==> src/rtl/rtcf_pkg.sv <==
package rtcf_pkg;

    localparam int NFLAG = 8;

    localparam int BIT_ALM = 7;
    localparam int BIT_CHR = 6;
    localparam int BIT_DAY = 5;
    localparam int BIT_HR  = 4;
    localparam int BIT_MIN = 3;
    localparam int BIT_SEC = 2;
    localparam int BIT_TB1 = 1;
    localparam int BIT_TB2 = 0;

    typedef enum logic [1:0] {
        FL_CLEAR = 2'd0,
        FL_SET   = 2'd1,
        FL_ARMED = 2'd2
    } flag_state_e;

    // Data register address of flag bit b: the alarm sits first, the last time-base last.
    function automatic int data_addr(input int base, input int b);
        return base + (NFLAG - 1 - b);
    endfunction

endpackage

==> src/rtl/rtcf_bus_decode.sv <==
module rtcf_bus_decode
    import rtcf_pkg::*;
#(
    parameter int ADDR_W      = 4,
    parameter int STATUS_ADDR = 0,
    parameter int DATA_BASE   = 1
) (
    input  logic              rd_en,
    input  logic [ADDR_W-1:0] rd_addr,
    output logic              status_rd,
    output logic [NFLAG-1:0]  data_rd
);

    localparam logic [ADDR_W-1:0] STAT_A = ADDR_W'(STATUS_ADDR);

    assign status_rd = rd_en && (rd_addr == STAT_A);

    for (genvar b = 0; b < NFLAG; b++) begin : g_dec
        localparam logic [ADDR_W-1:0] DATA_A = ADDR_W'(data_addr(DATA_BASE, b));
        assign data_rd[b] = rd_en && (rd_addr == DATA_A);
    end

endmodule

==> src/rtl/rtcf_flag_cell.sv <==
module rtcf_flag_cell
    import rtcf_pkg::*;
(
    input  logic clk,
    input  logic rst_n,
    input  logic set_ev,
    input  logic status_rd,
    input  logic data_rd,
    output logic flag
);

    flag_state_e state_q, state_d;

    always_ff @(posedge clk or negedge rst_n) begin
        if (!rst_n) begin
            state_q <= FL_CLEAR;
        end else begin
            state_q <= state_d;
        end
    end

    always_comb begin
        state_d = state_q;
        unique case (state_q)
            FL_CLEAR: begin
                if (set_ev) state_d = FL_SET;
            end
            FL_SET: begin
                if (status_rd) state_d = FL_ARMED;
            end
            FL_ARMED: begin
                if (data_rd) state_d = set_ev ? FL_SET : FL_CLEAR;
            end
            default: state_d = FL_CLEAR;
        endcase
    end

    always_comb begin
        flag = (state_q == FL_SET) || (state_q == FL_ARMED);
    end

endmodule

==> src/rtl/rtcf_alarm_edge.sv <==
module rtcf_alarm_edge #(
    parameter int HOUR_W = 5,
    parameter int MIN_W  = 6
) (
    input  logic              clk,
    input  logic              rst_n,
    input  logic [HOUR_W-1:0] hour_cnt,
    input  logic [MIN_W-1:0]  min_cnt,
    input  logic [HOUR_W-1:0] alm_hour,
    input  logic [MIN_W-1:0]  alm_min,
    output logic              rise
);

    logic match;
    logic match_q;

    assign match = (hour_cnt == alm_hour) && (min_cnt == alm_min);

    always_ff @(posedge clk or negedge rst_n) begin
        if (!rst_n) begin
            match_q <= 1'b0;
        end else begin
            match_q <= match;
        end
    end

    assign rise = match && !match_q;

endmodule

==> src/rtl/rtc_status_flags.sv <==
module rtc_status_flags
    import rtcf_pkg::*;
#(
    parameter int HOUR_W      = 5,
    parameter int MIN_W       = 6,
    parameter int ADDR_W      = 4,
    parameter int STATUS_ADDR = 0,
    parameter int DATA_BASE   = 1
) (
    input  logic              clk,
    input  logic              rst_n,
    input  logic [HOUR_W-1:0] hour_cnt,
    input  logic [MIN_W-1:0]  min_cnt,
    input  logic [HOUR_W-1:0] alm_hour,
    input  logic [MIN_W-1:0]  alm_min,
    input  logic              chr_tick,
    input  logic              day_tick,
    input  logic              hour_tick,
    input  logic              min_tick,
    input  logic              sec_tick,
    input  logic              tb1_tick,
    input  logic              tb2_tick,
    input  logic [7:0]        irq_en,
    input  logic              rd_en,
    input  logic [ADDR_W-1:0] rd_addr,
    output logic [7:0]        rd_data,
    output logic              irq
);

    logic             alarm_rise;
    logic             status_rd;
    logic [NFLAG-1:0] data_rd;
    logic [NFLAG-1:0] set_ev;
    logic [NFLAG-1:0] flags_w;

    rtcf_alarm_edge #(
        .HOUR_W (HOUR_W),
        .MIN_W  (MIN_W)
    ) u_alarm (
        .clk      (clk),
        .rst_n    (rst_n),
        .hour_cnt (hour_cnt),
        .min_cnt  (min_cnt),
        .alm_hour (alm_hour),
        .alm_min  (alm_min),
        .rise     (alarm_rise)
    );

    rtcf_bus_decode #(
        .ADDR_W      (ADDR_W),
        .STATUS_ADDR (STATUS_ADDR),
        .DATA_BASE   (DATA_BASE)
    ) u_dec (
        .rd_en     (rd_en),
        .rd_addr   (rd_addr),
        .status_rd (status_rd),
        .data_rd   (data_rd)
    );

    always_comb begin
        set_ev          = '0;
        set_ev[BIT_ALM] = alarm_rise;
        set_ev[BIT_CHR] = chr_tick;
        set_ev[BIT_DAY] = day_tick;
        set_ev[BIT_HR]  = hour_tick;
        set_ev[BIT_MIN] = min_tick;
        set_ev[BIT_SEC] = sec_tick;
        set_ev[BIT_TB1] = tb1_tick;
        set_ev[BIT_TB2] = tb2_tick;
    end

    for (genvar b = 0; b < NFLAG; b++) begin : g_flag
        rtcf_flag_cell u_cell (
            .clk       (clk),
            .rst_n     (rst_n),
            .set_ev    (set_ev[b]),
            .status_rd (status_rd),
            .data_rd   (data_rd[b]),
            .flag      (flags_w[b])
        );
    end

    always_ff @(posedge clk or negedge rst_n) begin
        if (!rst_n) begin
            rd_data <= '0;
            irq     <= 1'b0;
        end else begin
            rd_data <= status_rd ? flags_w : '0;
            irq     <= |(flags_w & irq_en);
        end
    end

endmodule

==> config.mk <==
export PLATFORM = sky130hd
export DESIGN_NAME = rtc_status_flags
export DESIGN_NICKNAME = d
export VERILOG_FILES = /design/src/rtl/rtcf_pkg.sv /design/src/rtl/rtcf_bus_decode.sv /design/src/rtl/rtcf_flag_cell.sv /design/src/rtl/rtcf_alarm_edge.sv /design/src/rtl/rtc_status_flags.sv
export SDC_FILE = /design/constraint.sdc
export NUM_CORES = 1
export LEC_CHECK = 0
export ABC_AREA = 1
export BUFFER_PORTS_ARGS = -buffer_cell sky130_fd_sc_hd__buf_2
export CAP_MARGIN = 25
export CORE_AREA = 2 2 71 66
export DETAILED_ROUTE_END_ITERATION = 10
export DIE_AREA = 0 0 73 68
export PLACE_DENSITY = 0.73
export SLEW_MARGIN = 20
export SYNTH_ARGS = -nofsm -noshare
export SYNTH_HDL_FRONTEND = slang
export SYNTH_SLANG_ARGS = --single-unit
==> constraint.sdc <==
create_clock -name clk -period 3.1 [get_ports clk]
set_clock_uncertainty 0.1 [all_clocks]
set_input_delay 0.465 -clock clk [delete_from_list [all_inputs] [get_ports clk]]
set_output_delay 0.465 -clock clk [all_outputs]
set_load 0.01 [all_outputs]
# After elaboration in Yosys (flattened, before gate mapping)
# Cells that the tools add are included.
# totals
reg_bits,26
in_bits,44
word_cells,134
# op_classes
n_eq_ne,50
n_mux,34
bitwise_logic,1
n_reduce_logical,38
# ops
op,n
$pmux 2 s3,8
$mux 2,17
$ne 2x2->1 const B,15
$reduce_and 3->1,8
$ne 2x1->1 const B,9
$eq 2x1->1 const B,8
$eq 2x2->1 const B,8
$eq 4x3->1 const B,4
$logic_not 2->1,8
$logic_and 1x1->1,11
$and 8x8->8,1
$eq 4x2->1 const B,2
$logic_or 1x1->1,8
$mux 1,8
$mux 8,1
$reduce_or 8->1,1
$eq 6x6->1,1
$eq 5x5->1,1
$eq 4x1->1 const B,1
$eq 4x4->1 const B,1
$logic_not 4->1,1
$logic_not 1->1,1

# Depth between registers and ports, before layout
# logic_depth
ltp_word,6
depth_mapped,10
ltp_nobuf,10

# Hierarchy
# A second synthesis with hierarchy kept.
# hier_totals
cells_unflattened,325
area_unflattened_um2,2234.6
# modules_own_cells
mod,instances,cells_per_inst,area_each_um2,seq_area_each_um2
rtcf_flag_cell,8,28,198.9,50.0
rtc_status_flags,1,41,346.6,225.2
rtcf_alarm_edge,1,39,214.0,25.0
rtcf_bus_decode,1,21,82.6,0.0

# Worst setup path before layout
# No wires, ideal clock.
# synth_path
kind,input to register
startpoint,in rd_addr[3]
endpoint,reg g_flag[0].u_cell.state_q[0]
arrival_ns,1.235
slack_ns,1.643
path_stages,9
n_path_buf,1
cell_sequence,inv_1 nand3b_4 nor2_4 inv_2 buf_6 nand2_4 o211ai_4 nand2_1 o31ai_2
# synth_between
elab_chain_cells,4
elab_cells_between_ends,7
cone_classes,3 x eq/ne; 4 x reduce/logical
# synth_rtl
element,line_no,rtl
"start, declared",rtc_status_flags.sv:25,"input logic [ADDR_W-1:0] rd_addr,"
$eq 4x4->1 / $logic_not 4->1 (equally long branches),"rtcf_bus_decode.sv:20, rtcf_bus_decode.sv:16",
"$logic_and 1x1->1, on equally long branches","rtcf_bus_decode.sv:20, rtcf_bus_decode.sv:16",
$ne 2x1->1 (no source line) / $ne 2x2->1 (equally long branches),n/a,
$reduce_and 3->1 (no source line) (*),n/a,
"end signal, assigned",rtcf_flag_cell.sv:18,state_q <= state_d;
"end, declared",rtcf_flag_cell.sv:12,"flag_state_e state_q, state_d;"
# Every way passes the cells marked *; elsewhere a longest branch is shown, timed or not.
# A chain may end at the register's enable or synchronous reset.

# Final worst setup path
# layout_path
startpoint,reg g_flag[6].u_cell.state_q[0]
endpoint,reg irq
# layout_between
elab_chain_cells,4
elab_cells_between_ends,5
cone_classes,2 x eq/ne; 1 x bitwise; 2 x reduce/logical
# layout_rtl
element,line_no,rtl
"start, declared",rtcf_flag_cell.sv:12,
"start signal, assigned",rtcf_flag_cell.sv:18,
$eq 2x1->1 / $eq 2x2->1 (equally long branches),rtcf_flag_cell.sv:39,flag = (state_q == FL_SET) || (state_q == FL_ARMED);
$logic_or 1x1->1 (*),rtcf_flag_cell.sv:39,
$and 8x8->8 (*),rtc_status_flags.sv:89,irq <= |(flags_w & irq_en);
$reduce_or 8->1 (*),rtc_status_flags.sv:89,
"end signal, assigned",rtc_status_flags.sv:89,
"end, declared",rtc_status_flags.sv:27,output logic irq
# Marked as above.

==> run_results.csv <==
group,metric,value,unit
outcome,outcome,"complete, no violations",
layout,fin_area,2350,um2
timing,tns,0,ns
route,avgRoutedWirePerCell,11.28,um
clock_network,htree_levels,1,
route,final_antenna_net_count,0,
clock_network,cts.sinks,26,
worst_setup_path,cp_slowest_cell,"dfrtp_1",
grt,overflow,0,
pwr,power_leakage,1.359,nW
timing,slew_headroom,59.99,%
timing,min_period,1.651,ns
route,vias,1605,
worst_setup_path,crit_arrival,1.70,ns
timing,holdWs,0.09418,ns
layout,nFillCells,411,
pwr,switchingPower,0.7122,mW
route,drc,0,
floorplan,row_count,23,
timing,period_share,53.25,%
worst_setup_path,crit_path_start_kind,"register",
grt,track_usage,17.21,%
grt,use_met2,30.74,%
yosys,ys_seq_elements,26,
floorplan,io_pins,53,
timing,rsz0062_at_grt,"no",
yosys,synth_cell_types,24,
grt,use_met3,3.829,%
yosys,synth-async-reset-ratio,100.0,%
run,drv_cap,0,
layout,fin_cells,344,
pwr,vdd_drop_max,358.6,uV
yosys,yosysSeqAreaShare,32.58,%
yosys,ys.flop_type,"dfrtp_1",
clock_network,cts_buffers,3,
place,place_inst,341,
timing,setup_viol,0,
layout,final_util,54.80,%
grt,met1_usage,21.25,%
place,gp_congestion,0.7949,
place,hpwl,3.235,mm
floorplan,core_area,4288,um2
pwr,swShare,44.29,%
worst_setup_path,end_kind,"register",
route,viasPerCell,4.666,
grt,grt-busiest-layer,"met2",
clock_network,ctsHoldBuffers,0,
clock_network,clk_pin_slew,0.09,ns
clock_network,cts-resized-gates,0,
grt,grt_pass1_wl,6.637,mm
yosys,ys_warn_count,0,
pwr,seqPwrFrac,33.5,%
clock_network,cts-root-buf,"clkbuf_8",
yosys,syn_inst,240,
timing,final_max_slew_viol_count,0,
clock_network,insertion_delay,0.27,ns
route,routed_wl,3.880,mm
clock_network,post_cts_buffers,0,
route,drtIter0Drc,77,
worst_setup_path,critPathKind,"reg2reg",
timing,tightest_slew,0.6002,ns
route,drt_pass1_iterations,4,
layout,fin_nets,377,
yosys,avgSynthCellArea,8.320,um2
floorplan,die_w,73,um
worst_setup_path,cp.required,3.15,ns
grt,grt_max_degree,27,
timing,max_freq,0.6058,GHz
clock_network,clk_path_buf_depth,2,
hold_path,min_path_type,"in2async",
pwr,power_frac_comb,54.6,%
yosys,synth_edf_count,0,
worst_setup_path,cp_top_family,"compound AO/OA/AOI/OAI gates",
worst_setup_path,cp_cell_sequence,"inv_1 -> ha_1 -> a22o_1 -> a221oi_1 -> nand2_1",
place,dpl-instance-area,2308,um2
worst_setup_path,path_max_fanout,4,
floorplan,fp.dieArea,4964,um2
worst_setup_path,path_buf_inv,1,
timing,hold_viol,0,
yosys,syn-cell-area,1997,um2
layout,drive_gt1_share,22.11,%
layout,syn_to_final_growth,17.67,%
yosys,synth_fp_nets,321,
floorplan,die_h,68,um
worst_setup_path,critPathMaxStageDelay,0.41,ns
place,port_buffers,52,
floorplan,initial_core_util,46.57,%
layout,num_antenna_cells,0,
clock_network,tritoncts,"built",
pwr,cell_internal_pwr,0.8959,mW
pwr,clkPwrFrac,11.8,%
pwr,pwr_density_cell,684.4,nW/um2
grt,grt_pass1_vias,1629,
grt,antenna_found_initial,0,
## power by group through the flow
stage                     Clock [mW]  Combinational (mW)  Sequential (mW)
final                          0.191               0.878            0.539
after global routing           0.210                1.04            0.556
after CTS                      0.197               0.884            0.540
after detailed placement           0               0.882            0.545
after global placement             0               0.845            0.543
after floorplan                    0               0.668            0.525
## cell usage after synthesis, types with 2 or more instances
| master | number | area (um2) |
|---|---|---|
| a221oi_1 | 2 | 17.52 |
| o211ai_4 | 2 | 42.54 |
| o21ai_0 | 12 | 60.06 |
| a21oi_1 | 11 | 55.05 |
| nor2_1 | 16 | 60.06 |
| inv_1 | 52 | 195.2 |
| nand2_4 | 2 | 22.52 |
| o31ai_1 | 5 | 37.54 |
| o31ai_2 | 2 | 25.02 |
| ha_1 | 37 | 462.9 |
| dfrtp_1 | 26 | 650.6 |
| nand3_1 | 3 | 15.01 |
| o211ai_1 | 5 | 37.54 |
| xnor2_1 | 4 | 35.03 |
| nand2_1 | 52 | 195.2 |
## cells in the final DEF (no fill, tap or decap)
cell type,count
o211ai_1,5
o2111ai_1,1
o31ai_2,2
inv_1,52
nand2_2,1
nand2_4,2
dfrtp_1,26
nand2_1,52
ha_1,37
buf_2,52
xor2_1,1
nand3_1,3
nor2_4,1
a21oi_1,11
a221oi_1,2
nor2_1,16
nand4_1,1
a22o_1,1
o31ai_1,5
xnor2_1,4
nand3b_4,1
inv_2,1
o211ai_4,2
o21ai_0,12
clkbuf_8,3
## layer usage
layer  up-vias  share of wire [%]
li1        857                  -
met1       719                 48
met2        25                 48
met3         4                3.2
met4         0                1.3
met5         -                  0
## final timing paths
| kind | startpoint | end | slack [ns] | cells after the start |
|---|---|---|---|---|
| worst max-delay path | g_flag[6].u_cell.state_q[0] | irq | 1.45 | 5 |
| worst min-delay path | rst_n | g_flag[4].u_cell.state_q[1] | 0.09 | 1 |
| worst max register to register | g_flag[6].u_cell.state_q[0] | irq | 1.45 | 5 |
| worst min register to register | g_flag[7].u_cell.state_q[1] | g_flag[7].u_cell.state_q[1] | 0.44 | 2 |
| max in group asynchronous | rst_n | rd_data[2] | 2.41 | 1 |
| min in group clk | irq_en[1] | irq | 0.32 | 3 |
## kinds of logic (layout without fill, tap and decap cells)
kind of cell	after synthesis	count (layout)	synth area share, %
AND/OR/NAND/NOR	77	77	16.85
buffers and inverters	54	108	10.53
AO/OA/AOI/OAI	41	41	14.66
adder cells (fa/ha/maj)	37	37	23.18
flip-flops	26	26	32.58
XOR/XNOR	5	5	2.193
## area by class of cell
cell class / instances / area [um2] / area share [%]
Clock buffer: 3 / 41.29 / 1.757
Sequential cell: 26 / 650.6 / 27.69
Inverter: 53 / 198.9 / 8.466
Timing Repair Buffer: 52 / 260.3 / 11.08
Tap cell: 50 / 62.56 / 2.662
Multi-Input combinational cell: 160 / 1136 / 48.35
## sequential cells by signal, indices dropped and copies added (netlist names)
register               flops
rd_data                    8
u_alarm.match_q            1
irq                        1
g_flag.u_cell.state_q     16
## stage by stage
stage	setup slack, ns	power, mW
detailed placement	1.327	1.428
CTS	1.455	1.621
finish	1.449	1.608
floorplan	1.643	1.193
global placement	1.420	1.388
global route	1.333	1.801
No activity file was read; power rests on OpenSTA's default activity.
